==> config.mk <==
export PLATFORM = sky130hd
export DESIGN_NAME = sem_bank
export DESIGN_NICKNAME = d
export VERILOG_FILES = /design/src/rtl/sem_pkg.sv /design/src/rtl/sem_cell.sv /design/src/rtl/sem_wr_dec.sv /design/src/rtl/sem_rd_port.sv /design/src/rtl/sem_bank.sv
export SDC_FILE = /design/constraint.sdc
export NUM_CORES = 1
export LEC_CHECK = 0
export ABC_AREA = 0
export BUFFER_PORTS_ARGS = -buffer_cell sky130_fd_sc_hd__buf_4
export CAP_MARGIN = 20
export CORE_MARGIN = 4
export CORE_UTILIZATION = 45
export DETAILED_ROUTE_END_ITERATION = 8
export GPL_TIMING_DRIVEN = 0
export PLACE_DENSITY_LB_ADDON = 0.08
export SLEW_MARGIN = 25
export SYNTH_ARGS = -nofsm -noshare
export SYNTH_HDL_FRONTEND = slang
export SYNTH_SLANG_ARGS = --single-unit
==> constraint.sdc <==
create_clock -name clk -period 1.66 [get_ports clk]
set_clock_uncertainty 0.2 [all_clocks]
set_input_delay 0.249 -clock clk [delete_from_list [all_inputs] [get_ports clk]]
set_output_delay 0.249 -clock clk [all_outputs]
set_load 0.02 [all_outputs]
==> src/rtl/sem_pkg.sv <==
package sem_pkg;
  typedef enum logic [1:0] {
    OWN_NONE  = 2'b00,
    OWN_LEFT  = 2'b01,
    OWN_RIGHT = 2'b10
  } own_e;
endpackage

==> src/rtl/sem_cell.sv <==
module sem_cell
  import sem_pkg::*;
(
  input  logic clk,
  input  logic rst_n,
  input  logic wr_l,
  input  logic wbit_l,
  input  logic wr_r,
  input  logic wbit_r,
  output logic hold_l,
  output logic hold_r,
  output logic pend_l,
  output logic pend_r
);
  // request latches and owner carry no reset: software initialises them
  logic req_l, req_r, req_l_n, req_r_n;
  own_e own_q, own_n;
  logic favor_r, favor_r_n;  // 0: left wins next tie

  assign req_l_n = wr_l ? ~wbit_l : req_l;
  assign req_r_n = wr_r ? ~wbit_r : req_r;

  always_comb begin
    own_n     = own_q;
    favor_r_n = favor_r;
    case (own_q)
      OWN_LEFT: begin
        if (!req_l_n) own_n = req_r_n ? OWN_RIGHT : OWN_NONE;
      end
      OWN_RIGHT: begin
        if (!req_r_n) own_n = req_l_n ? OWN_LEFT : OWN_NONE;
      end
      default: begin
        if (req_l_n && req_r_n) begin
          own_n     = favor_r ? OWN_RIGHT : OWN_LEFT;
          favor_r_n = ~favor_r;
        end else if (req_l_n) begin
          own_n = OWN_LEFT;
        end else if (req_r_n) begin
          own_n = OWN_RIGHT;
        end else begin
          own_n = OWN_NONE;
        end
      end
    endcase
  end

  always_ff @(posedge clk) begin
    req_l <= req_l_n;
    req_r <= req_r_n;
    own_q <= own_n;
  end

  always_ff @(posedge clk or negedge rst_n) begin
    if (!rst_n) favor_r <= 1'b0;
    else        favor_r <= favor_r_n;
  end

  assign hold_l = (own_q == OWN_LEFT);
  assign hold_r = (own_q == OWN_RIGHT);
  assign pend_l = req_l & ~hold_l;
  assign pend_r = req_r & ~hold_r;
endmodule

==> src/rtl/sem_wr_dec.sv <==
module sem_wr_dec #(
  parameter int N_FLAGS = 8,
  localparam int IDX_W = $clog2(N_FLAGS)
) (
  input  logic             sel,
  input  logic             wr,
  input  logic [IDX_W-1:0] idx,
  output logic [N_FLAGS-1:0] strobe
);
  for (genvar g = 0; g < N_FLAGS; g++) begin : g_dec
    assign strobe[g] = sel & wr & (idx == IDX_W'(g));
  end
endmodule

==> src/rtl/sem_rd_port.sv <==
module sem_rd_port #(
  parameter int N_FLAGS = 8,
  parameter int RD_W    = 8,
  localparam int IDX_W = $clog2(N_FLAGS)
) (
  input  logic               clk,
  input  logic               rst_n,
  input  logic               sel,
  input  logic               oe,
  input  logic               wr,
  input  logic [IDX_W-1:0]   idx,
  input  logic [N_FLAGS-1:0] view,
  output logic [RD_W-1:0]    rdata
);
  logic rd, rd_q;
  assign rd = sel & oe & ~wr;

  always_ff @(posedge clk or negedge rst_n) begin
    if (!rst_n) begin
      rd_q  <= 1'b0;
      rdata <= '1;
    end else begin
      rd_q <= rd;
      if (rd && !rd_q) rdata <= {RD_W{view[idx]}};
    end
  end
endmodule

==> src/rtl/sem_bank.sv <==
module sem_bank #(
  parameter int N_FLAGS = 8,
  parameter int RD_W    = 8,
  localparam int IDX_W = $clog2(N_FLAGS)
) (
  input  logic             clk,
  input  logic             rst_n,
  input  logic             l_sel,
  input  logic             l_wr,
  input  logic             l_oe,
  input  logic [IDX_W-1:0] l_idx,
  input  logic             l_wbit,
  output logic [RD_W-1:0]  l_rdata,
  input  logic             r_sel,
  input  logic             r_wr,
  input  logic             r_oe,
  input  logic [IDX_W-1:0] r_idx,
  input  logic             r_wbit,
  output logic [RD_W-1:0]  r_rdata
);
  logic [N_FLAGS-1:0] stb_l, stb_r;
  logic [N_FLAGS-1:0] hold_l_v, hold_r_v, pend_l_v, pend_r_v;

  sem_wr_dec #(.N_FLAGS(N_FLAGS)) u_dec_l (
    .sel(l_sel), .wr(l_wr), .idx(l_idx), .strobe(stb_l));
  sem_wr_dec #(.N_FLAGS(N_FLAGS)) u_dec_r (
    .sel(r_sel), .wr(r_wr), .idx(r_idx), .strobe(stb_r));

  for (genvar g = 0; g < N_FLAGS; g++) begin : g_flag
    sem_cell u_cell (
      .clk(clk), .rst_n(rst_n),
      .wr_l(stb_l[g]), .wbit_l(l_wbit),
      .wr_r(stb_r[g]), .wbit_r(r_wbit),
      .hold_l(hold_l_v[g]), .hold_r(hold_r_v[g]),
      .pend_l(pend_l_v[g]), .pend_r(pend_r_v[g]));
  end

  sem_rd_port #(.N_FLAGS(N_FLAGS), .RD_W(RD_W)) u_rd_l (
    .clk(clk), .rst_n(rst_n), .sel(l_sel), .oe(l_oe), .wr(l_wr),
    .idx(l_idx), .view(~hold_l_v), .rdata(l_rdata));
  sem_rd_port #(.N_FLAGS(N_FLAGS), .RD_W(RD_W)) u_rd_r (
    .clk(clk), .rst_n(rst_n), .sel(r_sel), .oe(r_oe), .wr(r_wr),
    .idx(r_idx), .view(~hold_r_v), .rdata(r_rdata));
endmodule

After elaboration in Yosys (flattened, before gate mapping) --
Cells that the tools add are included.
Word-level totals: word-level logic and storage cells 250, latch bits 0, bits in writable memories 0, flip-flop bits (word level) 44, memories 0, bits in read-only memories 0, output and inout bits 16
Operators by class: multiply operators 0, $lt $le $gt $ge 2, muxes and demuxes 84, divide/modulo/power cells 0, shift-type cells 0, bitwise logic cells 44, $add $sub $neg 0, equal/unequal tests 46, reduce and logical (&&, ||, !) cells 38
Operator list (number):
- $mux 2 | 48
- $ne 2x2->1 const B | 16
- $pmux 2 s2 | 8
- $reduce_and 2->1 | 16
- $mux 1 | 26
- $eq 3x3->1 const B | 8
- $and 1x1->1 | 22
- $not 1->1 | 20
- $eq 2x1->1 const B | 8
- $eq 2x2->1 const B | 8
- $not 8->8 | 2
- $reduce_or 2->1 | 8
- $eq 3x2->1 const B | 4
- $logic_and 1x1->1 | 10
- $lt 3x4->1 const B | 2
- $bmux 1 s3 | 2
- $eq 3x1->1 const B | 2
- $logic_not 3->1 | 2
- $logic_not 1->1 | 2

Longest topological paths before layout --
depth after elaboration 7, depth in mapped cells 6

Hierarchy --
A second synthesis with hierarchy kept.
Second synthesis, totals: cell total of the unflattened synthesis 288, area total of the unflattened synthesis 2875.3 um^2
Modules (own cells, without submodules):
- sem_cell | cells each 26, instances 8, seq. area each 125.1 um^2, area each 279.0 um^2
- sem_rd_port | cells each 19, instances 2, seq. area each 51.3 um^2, area each 202.7 um^2
- sem_wr_dec | cells each 13, instances 2, seq. area each 0.0 um^2, area each 88.8 um^2
- sem_bank | cells each 16, instances 1, seq. area each 0.0 um^2, area each 60.1 um^2

Least setup slack after synthesis --
No wires, ideal clock.
path type input to register, start in l_idx[0], end reg g_flag[2].u_cell.own_q[0], enable pin, data required time 1137 ps, stages on the path 5, data arrival time 1218 ps, slack -81 ps, cell sequence buf_4 > nand2b_1 > o21ai_1 > o31ai_4 > a22oi_1
Between the ends: word-level cells in the longest chain between the ends 5
Ends and longest elaborated chain:
- start, declared | line sem_bank.sv:11 | input logic [IDX_W-1:0] l_idx,
- $eq 3x2->1 | line sem_wr_dec.sv:11 | assign strobe[g] = sel & wr & (idx == IDX_W'(g));
- $and 1x1->1 | line sem_wr_dec.sv:11
- $mux 1 | line sem_cell.sv:20 | assign req_l_n = wr_l ? ~wbit_l : req_l;
- net g_flag[2].u_cell.req_l_n | line sem_cell.sv:16 | logic req_l, req_r, req_l_n, req_r_n;
- $ne 2x2->1 (no line)
- $reduce_and 2->1 (no line)
- end signal, assigned | line sem_cell.sv:51 | own_q <= own_n;
- end, declared | line sem_cell.sv:17 | own_e own_q, own_n;
The timed path passes the listed nets, and every way through them passes these cells. A chain may end at the register's enable or synchronous reset.

Worst setup path in the final report --
start reg g_flag[1].u_cell.own_q[0], end reg u_rd_r.rdata[0] (netlist name)
Between the ends: word-level cells in the longest chain between the ends 4
Ends and longest elaborated chain:
- start, declared | line sem_cell.sv:17
- start signal, assigned | line sem_cell.sv:51
- $eq 2x2->1 | line sem_cell.sv:60 | assign hold_r = (own_q == OWN_RIGHT);
- $not 8->8 | line sem_bank.sv:43 | .idx(r_idx), .view(~hold_r_v), .rdata(r_rdata));
- $bmux 1 s3 | line sem_rd_port.sv:24 | if (rd && !rd_q) rdata <= {RD_W{view[idx]}};
- $mux 1 (not written as such) | line sem_rd_port.sv:24
Every way passes these cells. The select of a mux whose other input is x is not followed.

==> results.sh <==
export IMPL_place_congestion=0.704
export IMPL_tightestPinTransition_ps=433
export IMPL_slowest_delay_ps=460
export IMPL_grt_setup_unrepaired="yes"
export IMPL_clock_sinks=44
export IMPL_pin_count=32
export IMPL_end_kind="flip-flop"
export IMPL_slew_violations=0
export IMPL_placedCellCount=313
export IMPL_async_reset_ff_share_pct=27.3
export IMPL_crit_type="flip-flop to flip-flop"
export IMPL_grt_max_degree=13
export IMPL_die_x_um=83.1
export IMPL_grt_first_pass_wirelength_um=8070
export IMPL_worst_path_max_delay_cell="mux4_2"
export IMPL_ys_seq_area_share_pct=43.4
export IMPL_first_pass_iters=4
export IMPL_synth_edf_count=16
export IMPL_fin_util_pct=55.5
export IMPL_hpwlAfterDp_um=3610
export IMPL_postRouteAntennaNets=0
export IMPL_areaGrowthSynthToFinish_pct=20.3
export IMPL_clockRootBuffer="clkbuf_8"
export IMPL_ys_warn_count=0
export IMPL_clk_pin_slew_worst_paths_ps=80
export IMPL_start_kind="flip-flop"
export IMPL_min_period_ps=1680
export IMPL_cts_buffers=5
export IMPL_setup_viol=1
export IMPL_post_drt_via_cell_ratio=5.28
export IMPL_vdd_drop_max_uv=647
export IMPL_finalPower_mw=4.74
export IMPL_syn_area_mm2=0.00254
export IMPL_hold_class="primary input to flip-flop"
export IMPL_critPathRequiredTime_ps=1700
export IMPL_layout_commonest_cell="buf_4"
export IMPL_arrival_ps=1720
export IMPL_layout_drive_gt1_share_pct=41.9
export IMPL_drt_iter0_markers=93
export IMPL_tritoncts="done"
export IMPL_path_cells="inv_1 -> ha_2 -> mux4_2 -> mux2i_1 -> mux2_4"
export IMPL_final_cell_count_no_fill=332
export IMPL_timing_final_crit_share_pct=101
export IMPL_cp_top_family="multiplexers"
export IMPL_dieArea_mm2=0.00691
export IMPL_core_area_mm2=0.00551
export IMPL_status="complete, but fails checks"
export IMPL_synth_cell_types=28
export IMPL_critPathBufInv=1
export IMPL_cap_violations=0
export IMPL_grt_pass1_vias=1645
export IMPL_final_cell_area_mm2=0.00306
export IMPL_ys_flop_type="edfxtp_1"
export IMPL_place_area_mm2=0.00284
export IMPL_initial_core_util_pct=46.1
export IMPL_max_freq_mhz=595
export IMPL_clock_path_buffers=2
export IMPL_io_buffers=25
export IMPL_grt_ovfl_total=0
export IMPL_vias=1754
export IMPL_final_nets=291
export IMPL_antenna_found_initial=0
export IMPL_wirelength_um=4780
export IMPL_avgSynthCellArea_um2=11.8
export IMPL_final_cell_mix="buf_4, inv_1"
export IMPL_synth_net_count=248
export IMPL_synthCells=216
export IMPL_cp_max_fo=2
export IMPL_drc=0
export IMPL_ys_ff_latch=44
export IMPL_htreeDepth=2
export IMPL_rows=27
export IMPL_clkLatencyLatePin_ps=290
export IMPL_fillCellCount=491
export IMPL_die_h_um=83.1
export IMPL_power_density_mw_per_mm2=1550
export IMPL_worst_slack_ps=-20.5
export IMPL_final_hold_violation_count=0
export IMPL_leakage_nw=1.23
export IMPL_grtUsageTotal_pct=14.6
export IMPL_wl_per_cell_um=14.4
export IMPL_maxSlewHeadroom_pct=71.0
export IMPL_violations="negative setup slack"
export IMPL_diodes=0
cell families (layout without fill, tap and decap cells):
kind of cell	count (synthesis)	in the layout	share of synthesized area, %
AO/OA/AOI/OAI	72	72	24.7
XOR/XNOR	8	8	2.76
adder cells (fa/ha/maj)	16	16	7.88
buffers and inverters	44	88	8.97
flip-flops	44	44	43.4
multiplexers	8	8	5.22
AND/OR/NAND/NOR	24	24	7.00
registers in the layout, summed over array words and instances, names as in the netlist:
register	cells
g_flag.u_cell.favor_r	8
g_flag.u_cell.own_q	16
g_flag.u_cell.req_l	8
g_flag.u_cell.req_r	8
u_rd_l.rd_q	1
u_rd_l.rdata	1
u_rd_r.rd_q	1
u_rd_r.rdata	1
stage by stage:
stage                     setup WS [ps]  hold WS (ps)  TNS [ps]
final                             -20.5           114     -20.5
after CTS                         -27.7           110     -54.9
after global routing              -93.2           121      -229
after detailed placement           -266         -81.0     -2890
after floorplan                   -13.4          -247     -52.3
after global placement             -227         -80.3     -2430
repair_timing:
item,4_1_cts,5_1_grt
hold buffers,5,0
endpoints found under the setup margin,2,4
buffers inserted,4,2
pin swaps,3,0
hold endpoints to repair,14,0
gates resized for setup,16,1
layout make-up:
| class | instances | area [um2] | area share (%) |
|---|---|---|---|
| flip-flops and latches | 44 | 1100 | 36.1 |
| clock buffers | 7 | 76.3 | 2.50 |
| repair buffers | 36 | 283 | 9.25 |
| well taps | 72 | 90.1 | 2.95 |
| clock inverters | 1 | 3.75 | 0.123 |
| inverters | 24 | 90.1 | 2.95 |
| plain buffers | 20 | 145 | 4.75 |
| multi-input cells | 128 | 1260 | 41.4 |
Yosys cell counts, drive strengths merged (4+ instances only):
| master | instances | area [um2] |
|---|---|---|
| dfxtp | 16 | 320 |
| o41ai | 4 | 110 |
| o31ai | 16 | 218 |
| mux4 | 4 | 90.1 |
| nand3 | 10 | 72.6 |
| buf | 20 | 138 |
| o21ai | 28 | 140 |
| edfxtp | 16 | 480 |
| ha | 16 | 200 |
| dfrtp | 10 | 250 |
| inv | 24 | 90.1 |
| nand2 | 4 | 15.0 |
| a31oi | 16 | 100 |
| a22oi | 8 | 60.1 |
| nand2b | 4 | 32.5 |
| xnor2 | 8 | 70.1 |
worst paths after layout:
check,from,end,slack (ps),cells after the start
max in group asynchronous,rst_n,u_rd_r.rdata[0]$_DFFE_PN1P_,870,2
setup / recovery,g_flag[1].u_cell.own_q[0]$_DFFE_PP_,u_rd_r.rdata[0]$_DFFE_PN1P_,-20,5
setup reg to reg,g_flag[1].u_cell.own_q[0]$_DFFE_PP_,u_rd_r.rdata[0]$_DFFE_PN1P_,-20,5
hold reg to reg,g_flag[2].u_cell.favor_r$_DFFE_PN0P_,g_flag[2].u_cell.favor_r$_DFFE_PN0P_,300,1
min in group asynchronous,rst_n,g_flag[1].u_cell.favor_r$_DFFE_PN0P_,140,2
hold / removal,l_idx[0],g_flag[0].u_cell.req_l$_DFF_P_,110,2
per-layer routing:
layer  share of wire, %  vias up  GRT usage [%]
met3                4.8        6           4.56
li1                   -      874              -
met1                 48      833           19.5
met4                1.3        0           4.46
met5                  0        -              0
met2                 46       41           22.7
power breakdown:
part / internal, mW / switching (mW) / leakage (nW) / total, mW
Clock: 0.294 / 0.352 / 0.0399 / 0.646
Sequential: 1.57 / 0.242 / 0.460 / 1.81
Combinational: 1.15 / 1.14 / 0.734 / 2.29
Total: 3.01 / 1.73 / 1.23 / 4.74
Power figures use the tool's default switching activity.
